<file path="src/rtl/pcseq_pkg.sv">
// Shared types for the delay-slot PC sequencer.
// Assumes: nothing beyond being compiled before the modules that import it.
package pcseq_pkg;

    // Source of the next program counter value
    typedef enum logic {
        NPC_SEQUENTIAL = 1'b0,
        NPC_PARKED     = 1'b1
    } npc_src_e;

    // Kind of transfer chosen for the pending register
    typedef enum logic {
        XFER_BRANCH = 1'b0,
        XFER_JUMP   = 1'b1
    } xfer_kind_e;

endpackage

</file>
<file path="src/rtl/pcseq_target_calc.sv">
// Computes the three candidate addresses for the current instruction:
// the sequential successor, the relative branch target and the
// region-relative jump target.
// Assumes: pc is word aligned; the offset and index fields are taken
// from the instruction word by the caller.
module pcseq_target_calc #(
    parameter int ADDR_W = 32,
    parameter int OFF_W  = 16,
    parameter int IDX_W  = 26
) (
    input  logic [ADDR_W-1:0] pc_i,
    input  logic [OFF_W-1:0]  offset_i,
    input  logic [IDX_W-1:0]  index_i,
    output logic [ADDR_W-1:0] seq_o,
    output logic [ADDR_W-1:0] branch_o,
    output logic [ADDR_W-1:0] jump_o
);
    localparam int SHIFT    = 2;
    localparam int STEP     = 1 << SHIFT;
    localparam int EXT_W    = ADDR_W - OFF_W - SHIFT;
    localparam int REGION_W = ADDR_W - IDX_W - SHIFT;

    logic [ADDR_W-1:0] disp;

    // Sequential successor and sign-extended word displacement
    always_comb begin
        seq_o  = pc_i + ADDR_W'(STEP);
        disp   = {{EXT_W{offset_i[OFF_W-1]}}, offset_i, {SHIFT{1'b0}}};
        branch_o = seq_o + disp;
    end

    // Jump target: keep the region bits of PC+4 when the index leaves any
    generate
        if (REGION_W > 0) begin : g_region
            always_comb jump_o = {seq_o[ADDR_W-1 -: REGION_W], index_i, {SHIFT{1'b0}}};
        end else begin : g_flat
            always_comb jump_o = {index_i[ADDR_W-SHIFT-1:0], {SHIFT{1'b0}}};
        end
    endgenerate

endmodule

</file>
<file path="src/rtl/pcseq_pending.sv">
// One-entry holding register for a transfer target waiting out its
// delay slot. A load sets the valid flag for exactly one cycle.
// Assumes: the caller never asserts load while valid is already set.
module pcseq_pending #(
    parameter int ADDR_W = 32
) (
    input  logic              clk,
    input  logic              rst_n,
    input  logic              load_i,
    input  logic [ADDR_W-1:0] target_i,
    output logic              valid_o,
    output logic [ADDR_W-1:0] target_o
);

    // Capture a new target, or drop the one just consumed
    always_ff @(posedge clk) begin
        if (!rst_n) begin
            valid_o  <= 1'b0;
            target_o <= '0;
        end else if (load_i) begin
            valid_o  <= 1'b1;
            target_o <= target_i;
        end else begin
            valid_o  <= 1'b0;
        end
    end

    // a parked target lives for a single cycle
    park_once_chk: assert property (@(posedge clk) disable iff (!rst_n)
        valid_o |=> !valid_o)
        else $error("parked target held longer than one cycle");

    // no capture is requested while a target is parked
    no_stack_chk: assert property (@(posedge clk) disable iff (!rst_n)
        valid_o |-> !load_i)
        else $error("capture requested inside a delay slot");

endmodule

</file>
<file path="src/rtl/pcseq_top.sv">
// Program counter sequencer with a single delay slot. Holds the PC,
// accepts a jump or taken branch only when no target is parked, and
// redirects fetch one instruction after the accepted transfer.
// Assumes: instr belongs to the PC on pc in the same cycle; the flags
// are known after reset.
module pcseq_top #(
    parameter int                ADDR_W   = 32,
    parameter int                INSTR_W  = 32,
    parameter int                OFF_W    = 16,
    parameter int                IDX_W    = 26,
    parameter logic [ADDR_W-1:0] RESET_PC = '0
) (
    input  logic               clk,
    input  logic               rst_n,
    input  logic [INSTR_W-1:0] instr,
    input  logic               branch_taken,
    input  logic               jump_en,
    output logic [ADDR_W-1:0]  pc
);
    import pcseq_pkg::*;

    localparam int STEP = 4;

    logic [ADDR_W-1:0] seq_pc, br_tgt, jmp_tgt, chosen_tgt, parked_tgt, next_pc;
    logic              parked_v, accept;
    xfer_kind_e        kind;
    npc_src_e          src;
    logic              unused_instr_bits;

    assign unused_instr_bits = ^instr[INSTR_W-1:IDX_W];

    pcseq_target_calc #(
        .ADDR_W (ADDR_W),
        .OFF_W  (OFF_W),
        .IDX_W  (IDX_W)
    ) calc_i (
        .pc_i     (pc),
        .offset_i (instr[OFF_W-1:0]),
        .index_i  (instr[IDX_W-1:0]),
        .seq_o    (seq_pc),
        .branch_o (br_tgt),
        .jump_o   (jmp_tgt)
    );

    // Decide whether a transfer is accepted and which target it parks
    always_comb begin
        accept     = (jump_en || branch_taken) && !parked_v;
        kind       = jump_en ? XFER_JUMP : XFER_BRANCH;
        chosen_tgt = (kind == XFER_JUMP) ? jmp_tgt : br_tgt;
    end

    pcseq_pending #(
        .ADDR_W (ADDR_W)
    ) park_i (
        .clk      (clk),
        .rst_n    (rst_n),
        .load_i   (accept),
        .target_i (chosen_tgt),
        .valid_o  (parked_v),
        .target_o (parked_tgt)
    );

    // Pick the next PC: parked target wins over the sequential successor
    always_comb begin
        src = parked_v ? NPC_PARKED : NPC_SEQUENTIAL;
        unique case (src)
            NPC_PARKED:     next_pc = parked_tgt;
            default:        next_pc = seq_pc;
        endcase
    end

    // Program counter register
    always_ff @(posedge clk) begin
        if (!rst_n) pc <= RESET_PC;
        else        pc <= next_pc;
    end


    reset_pc_chk: assert property (@(posedge clk)
        !rst_n |=> pc == RESET_PC)
        else $error("PC not at reset value after reset");


    seq_step_chk: assert property (@(posedge clk) disable iff (!rst_n)
        (!parked_v && !jump_en && !branch_taken) |=> pc == $past(pc) + ADDR_W'(STEP))
        else $error("sequential step wrong");


    delay_slot_chk: assert property (@(posedge clk) disable iff (!rst_n)
        (!parked_v && (jump_en || branch_taken)) |=> (pc == $past(pc) + ADDR_W'(STEP)) && parked_v)
        else $error("delay slot skipped");


    land_chk: assert property (@(posedge clk) disable iff (!rst_n)
        parked_v |=> pc == $past(parked_tgt))
        else $error("PC did not land on parked target");


    jump_wins_chk: assert property (@(posedge clk) disable iff (!rst_n)
        (!parked_v && jump_en && branch_taken) |=> parked_tgt == $past(jmp_tgt))
        else $error("branch target parked instead of jump target");

endmodule

</file>
<file path="config.mk">
export PLATFORM = sky130hd
export DESIGN_NAME = pcseq_top
export DESIGN_NICKNAME = d
export VERILOG_FILES = /design/src/rtl/pcseq_pkg.sv /design/src/rtl/pcseq_target_calc.sv /design/src/rtl/pcseq_pending.sv /design/src/rtl/pcseq_top.sv
export SDC_FILE = /design/constraint.sdc
export NUM_CORES = 1
export LEC_CHECK = 0
export ABC_AREA = 1
export BUFFER_PORTS_ARGS = -buffer_cell sky130_fd_sc_hd__buf_2
export CORE_ASPECT_RATIO = 0.7
export CORE_UTILIZATION = 54
export DETAILED_ROUTE_END_ITERATION = 6
export PLACE_DENSITY = 0.82
export SLEW_MARGIN = 0
export SYNTH_ARGS = -nofsm -noshare
export SYNTH_HDL_FRONTEND = slang
export SYNTH_SLANG_ARGS = --single-unit
</file>
<file path="constraint.sdc">
create_clock -name clk -period 2.55 [get_ports clk]
set_input_delay 0.51 -clock clk [delete_from_list [all_inputs] [get_ports clk]]
set_output_delay 0.51 -clock clk [all_outputs]
set_load 0.01 [all_outputs]
</file>
==> results of run 1 <==
## synthesized netlist by cell type (all sizes together) (2+ instances only)
library cell / number / area [sq um]
a21o: 3 / 22.5
a21oi: 87 / 439
a221oi: 4 / 35.0
a31oi: 2 / 12.5
and2: 2 / 12.5
and3: 2 / 12.5
buf: 6 / 31.3
clkbuf: 18 / 67.6
dfxtp: 65 / 1300
ha: 37 / 463
inv: 115 / 432
nand2: 236 / 901
nand3: 53 / 270
nand4: 11 / 68.8
nor2: 120 / 470
nor3: 13 / 81.3
nor4: 3 / 40.0
o21ai: 62 / 310
o21bai: 3 / 22.5
or2: 2 / 12.5
xnor2: 5 / 43.8
xor2: 29 / 254
## metrics by stage
step	std cells	hold slack, ns
after CTS	1228	0.463
after detailed placement	1192	0.453
after global placement	1192	0.450
after floorplan	883	0.441
## cell families after synthesis
group,Yosys count,share of synthesized area
and+or+nand+nor,444,0.352
buffers and inverters,140,0.0999
AOI/OAI and AO/OA,162,0.159
DFF,65,0.243
xor gates and xnor gates,34,0.0557
adders and majority gates,38,0.0903
## per-layer routing
metal | GRT usage | overflow
met2 | 1.49 | 978
met5 | 0.361 | 1
met1 | 0.881 | 3
met4 | 1.15 | 219
met3 | 0.724 | 11
## timing repair
action,in CTS
endpoints found under the hold margin,0
resized for setup,182
setup endpoints to repair,22
setup buffers,21
pin swaps,76
==> summary.txt, run 1 <==
Clocking
  • CTS H-tree depth: 3
  • Clk sinks: between 60 and 70
  • Cts bufs inserted: 9
  • CTS Root Cell: clkbuf_16
  • CTS max path bufs: 2
  • Post-cts hold buffer count: 0

Yosys
  • Avg Inst Size Synth: 6.06 sq um
  • Number of synthesized flops with an enable pin: 0
  • Sequential-to-total area share from yosys stat: 0.243
  • Post-Syn Instances: just under 900
  • Yosys warns: 0
  • Top FF cell, synth: dfxtp_1
  • Post-synth ARST share: 0
  • Mapped Area: approximately 0.0054 sq mm
  • Syn_nets: between 900 and 1000
  • Library cells used by synthesis: 42
  • Synthesis-stage register bit count: 65

STA
  • WEP type: sequential cell input
  • GR repair worst EP: park_i.target_o[30]$_SDFFE_PN0P_/D

Outcome
  • Log Error: [ERROR GRT-0232] Routing congestion too high. Check the congestion heatmap in the GUI.
  • Outcome: stopped before the end
  • Last stage: 5_1_grt

Global route
  • All-Layer GR Usage: 1.04
  • Total grt overflow: 1212
  • Largest net degree at the start of global routing: 45

Placement
  • GPL Wtd Cong: about 1.0
  • Area of placed instances: about 0.0069 sq mm
  • I/O Buffers: ~60
  • Post-place setup slack: -0.534 ns
  • Detailed Place HPWL: ~14000 microns

Floorplan
  • I/O Pins: 68
  • Initial Util: 0.574
  • Die X: about 120 microns
  • Die Ht: about 85 microns
  • Row count: 29
==> run 2, diff against run 1 <==
--- a/config.mk
+++ b/config.mk
@@ -7,10 +7,9 @@
 export LEC_CHECK = 0
 export ABC_AREA = 1
 export BUFFER_PORTS_ARGS = -buffer_cell sky130_fd_sc_hd__buf_2
-export CORE_ASPECT_RATIO = 0.7
-export CORE_UTILIZATION = 54
+export CORE_UTILIZATION = 40
 export DETAILED_ROUTE_END_ITERATION = 6
-export PLACE_DENSITY = 0.82
+export PLACE_DENSITY_LB_ADDON = 0.15
 export SLEW_MARGIN = 0
 export SYNTH_ARGS = -nofsm -noshare
 export SYNTH_HDL_FRONTEND = slang
==> constraint.sdc (replaced) <==
create_clock -name clk -period 3.3 [get_ports clk]
set_input_delay 0.66 -clock clk [delete_from_list [all_inputs] [get_ports clk]]
set_output_delay 0.66 -clock clk [all_outputs]
set_load 0.01 [all_outputs]
==> run 2 against run 1 <==
The run now ends clean. Synthesized area stayed put. Synthesized cell count stayed put.
==> summary.txt, run 2 <==
Outcome
  • Outcome: finished, final reports clean

Yosys
  • Syn_nets: 957 (unchanged)
  • Top cell type's share of synthesized area: 0.243 (unchanged)
  • Sequential-to-total area share from yosys stat: 0.243 (unchanged)
  • Synthesis-stage register bit count: 65 (unchanged)
  • Post-synth ARST share: 0 (unchanged)
  • Yosys warns: 0 (unchanged)
  • Number of synthesized flops with an enable pin: 0 (unchanged)
  • Post-synth top cells: nand2_1, nor2_1, inv_1
  • Count leader, synth: nand2_1
  • Top FF cell, synth: dfxtp_1
  • Post-Syn Instances: 883 (unchanged)
  • Area leader, netlist: dfxtp_1
  • Dominant cells by area after synthesis: dfxtp_1, nand2_1, ha_1
  • Library cells used by synthesis: 42 (unchanged)
  • Mapped Area: 0.00535 sq mm (unchanged)
  • Avg Inst Size Synth: 6.06 sq um (unchanged)

STA
  • Final Cycle Share: 0.942
  • Hold Vio Cnt, Final: 0
  • Fin Clk Skew: about 0.0055 ns
  • Worst relative slew slack: 0.310
  • Measured slew at the worst slew-check pin: between 1 and 1.5 ns
  • Slew Limit Fails: 0
  • Total negative slack: 0 ns
  • Max Clock Freq: approximately 320 MHz
  • RSZ-0062 raised after global routing: true
  • Final min period: approximately 3.1 ns
  • Setup violators final: 0
  • Fin Hold WS: between 0.4 and 0.5 ns

Critical path
  • CP Class: reg -> reg
  • Cell with the largest stage delay on the worst path: dfxtp_2
  • Worst-path maximum fanout: 5
  • Critical Path Start Type: register
  • Worst EP arrival: 3.27 ns
  • CP Cell Sequence: inv_1, nor2_4, nand2_4, nor2_1, xor2_1, ha_1, a21oi_1, nand3_1, nand2_1, nand2_1, xor2_1, o21ai_0, a21oi_1
  • CP Capture Type: register
  • Buf+Inv Stages, Crit Path: 1
  • Critical path's largest stage delay: roughly 0.36 ns
  • Worst path required time: roughly 3.5 ns
  • Top delay family on crit path: simple AND/OR/NAND/NOR gates

Placement
  • Detailed Place HPWL: 12900 microns (-9.3%)
  • I/O Buffers: 61 (unchanged)
  • Placed cells: 1107 (-7.1%)
  • GPL Wtd Cong: 0.889 (-11%)

Clocking
  • CTS H-tree depth: 3 (unchanged)
  • Reg clk slew, reported paths: roughly 0.05 ns
  • Cts bufs inserted: 9 (unchanged)
  • Post-cts hold buffer count: 0 (unchanged)
  • CTS tree: yes
  • Clk sinks: 65 (unchanged)
  • CTS Root Cell: clkbuf_16
  • Worst skew pair latency: 0.33 ns
  • CTS max path bufs: 2 (unchanged)

Global route
  • Largest net degree at the start of global routing: 49
  • Initial antenna violation count: 0
  • All-Layer GR Usage: 0.238
  • Total grt overflow: 0
  • Vias in the first global route: approximately 5100
  • Global-route wire length before repair: 26100 microns

Detailed routing
  • DRC viols: 0
  • Antenna-violating nets left: 0
  • Vias per cell: 4.96
  • Total Wirelength: between 15000 and 20000 microns
  • First DRT Iteration DRCs: between 300 and 400
  • Via count: between 5000 and 6000
  • TritonRoute pass-1 iters: 5
  • Wire length per cell: approximately 14 microns

Finish
  • Layout cells sized above 1: 0.158
  • Area delta synth->final: 20.6%
  • Final net count: approximately 1000
  • Number of diodes: 0
  • Post-route non-filler standard cell count: approximately 1100
  • Top Registers: park_i.target_o: 32 flops, pc: 32 flops, park_i.valid_o: 1 flops
  • Final core occ: 0.503
  • Commonest cells after routing, fill and taps aside: nand2_1, inv_1, nor2_1, a21oi_1, buf_2
  • Commonest non-fill, non-tap cell in the layout: nand2_1

Pwr
  • Sw power: just under 0.0009 W
  • Sw frac: 0.329
  • Gate power share: 0.292
  • Leak: about 3.3 nW
  • Worst VDD drop: around 0.24 mV
  • Flop pwr share: 0.340
  • Pwr/cell area: roughly 420 mW/mm^2
  • Pint: approximately 0.0018 W
  • Clock power frac: 0.368

Floorplan
  • Core ar.: around 0.013 sq mm
  • Row count: 41 (+41%)
  • I/O Pins: 68 (unchanged)
  • Die Ht: 118 microns (+38%)
  • Full die area: approximately 0.014 sq mm
  • Initial Util: 0.417 (-0.157)
  • Die X: 118 microns (-2.7%)

Job
  • Max-cap violation count: 0

Min path
  • HP Class: reg -> reg
run 2: cell counts after synthesis:
Identical to the previous run, type by type.
run 2: kinds of logic (layout without fill, tap and decap cells):
kind of cell | Yosys count | after routing | synth area share
and+or+nand+nor | 444 | 444 | 0.352
AOI/OAI and AO/OA | 162 | 162 | 0.159
buffers and inverters | 140 | 210 | 0.0999
DFF | 65 | 65 | 0.243
adders and majority gates | 38 | 38 | 0.0903
xor gates and xnor gates | 34 | 34 | 0.0557
run 2: area by class of cell:
type	instances	area, sq um
Sequential cell	65	1310
Timing Repair Buffer	79	440
Tap cell	172	215
Clock inverter	3	65.1
Multi-Input combinational cell	678	3740
Inverter	116	435
Fill cell	1396	6370
Clock buffer	12	246
run 2: through the flow:
| step | total power, W | area (sq um) | setup WS, ns |
|---|---|---|---|
| 5_1_grt | 0.00287 | 6450 | -0.0360 |
| 2_1_floorplan | 0.00144 | 5350 | 0.453 |
| 3_5_place_dp | 0.00168 | 5900 | 0.0171 |
| 6_report | 0.00271 | 6450 | 0.193 |
| 3_3_place_gp | 0.00168 | 5900 | 0.0462 |
| 4_1_cts | 0.00268 | 6210 | 0.00126 |
run 2: timing repair:
| item | CTS | global route |
|---|---|---|
| pin swaps | 1 | 7 |
| buffers inserted | 0 | 3 |
| endpoints found under the setup margin | 2 | 18 |
| resized for setup | 1 | 47 |
| gates cloned | 0 | 0 |
run 2: metal layers:
| metal | share of wire | wire (microns) | up-vias | track usage |
|---|---|---|---|---|
| met4 | 0.021 | 342 | 0 | 0.0801 |
| met5 | 0 | 0 | - | 0 |
| met3 | 0.028 | 462 | 22 | 0.0242 |
| met1 | 0.53 | 8630 | 2496 | 0.358 |
| met2 | 0.42 | 6860 | 103 | 0.348 |
| li1 | - | - | 2964 | - |
run 2: power groups by stage:
stage                     sequential, W  combinational [W]  clock (W)
after floorplan                0.000934           0.000509          0
after global placement         0.000929           0.000746          0
after CTS                      0.000914           0.000752    0.00101
after detailed placement       0.000929           0.000748          0
after global routing           0.000931           0.000891    0.00105
final                          0.000921           0.000791   0.000999
run 2: worst reg2reg max path: stages, from the launching register on:
cell	delay, ns
dfxtp_2	0.36
inv_1	0.10
nor2_4	0.16
nand2_4	0.10
nor2_1	0.13
xor2_1	0.34
ha_1	0.36
a21oi_1	0.30
nand3_1	0.30
nand2_1	0.12
nand2_1	0.11
xor2_1	0.15
o21ai_0	0.31
a21oi_1	0.12
run 2: path summary, 6_finish.rpt:
path | slack [ns] | to | from | depth (start not counted)
min | 0.46 | park_i.target_o[25]$_SDFFE_PN0P_ | park_i.target_o[25]$_SDFFE_PN0P_ | 2
max reg2reg | 0.19 | park_i.target_o[14]$_SDFFE_PN0P_ | pc[2]$_SDFF_PN0_ | 13
max | 0.19 | park_i.target_o[14]$_SDFFE_PN0P_ | pc[2]$_SDFF_PN0_ | 13
min reg2reg | 0.46 | park_i.target_o[25]$_SDFFE_PN0P_ | park_i.target_o[25]$_SDFFE_PN0P_ | 2
Power figures use the tool's default switching activity.
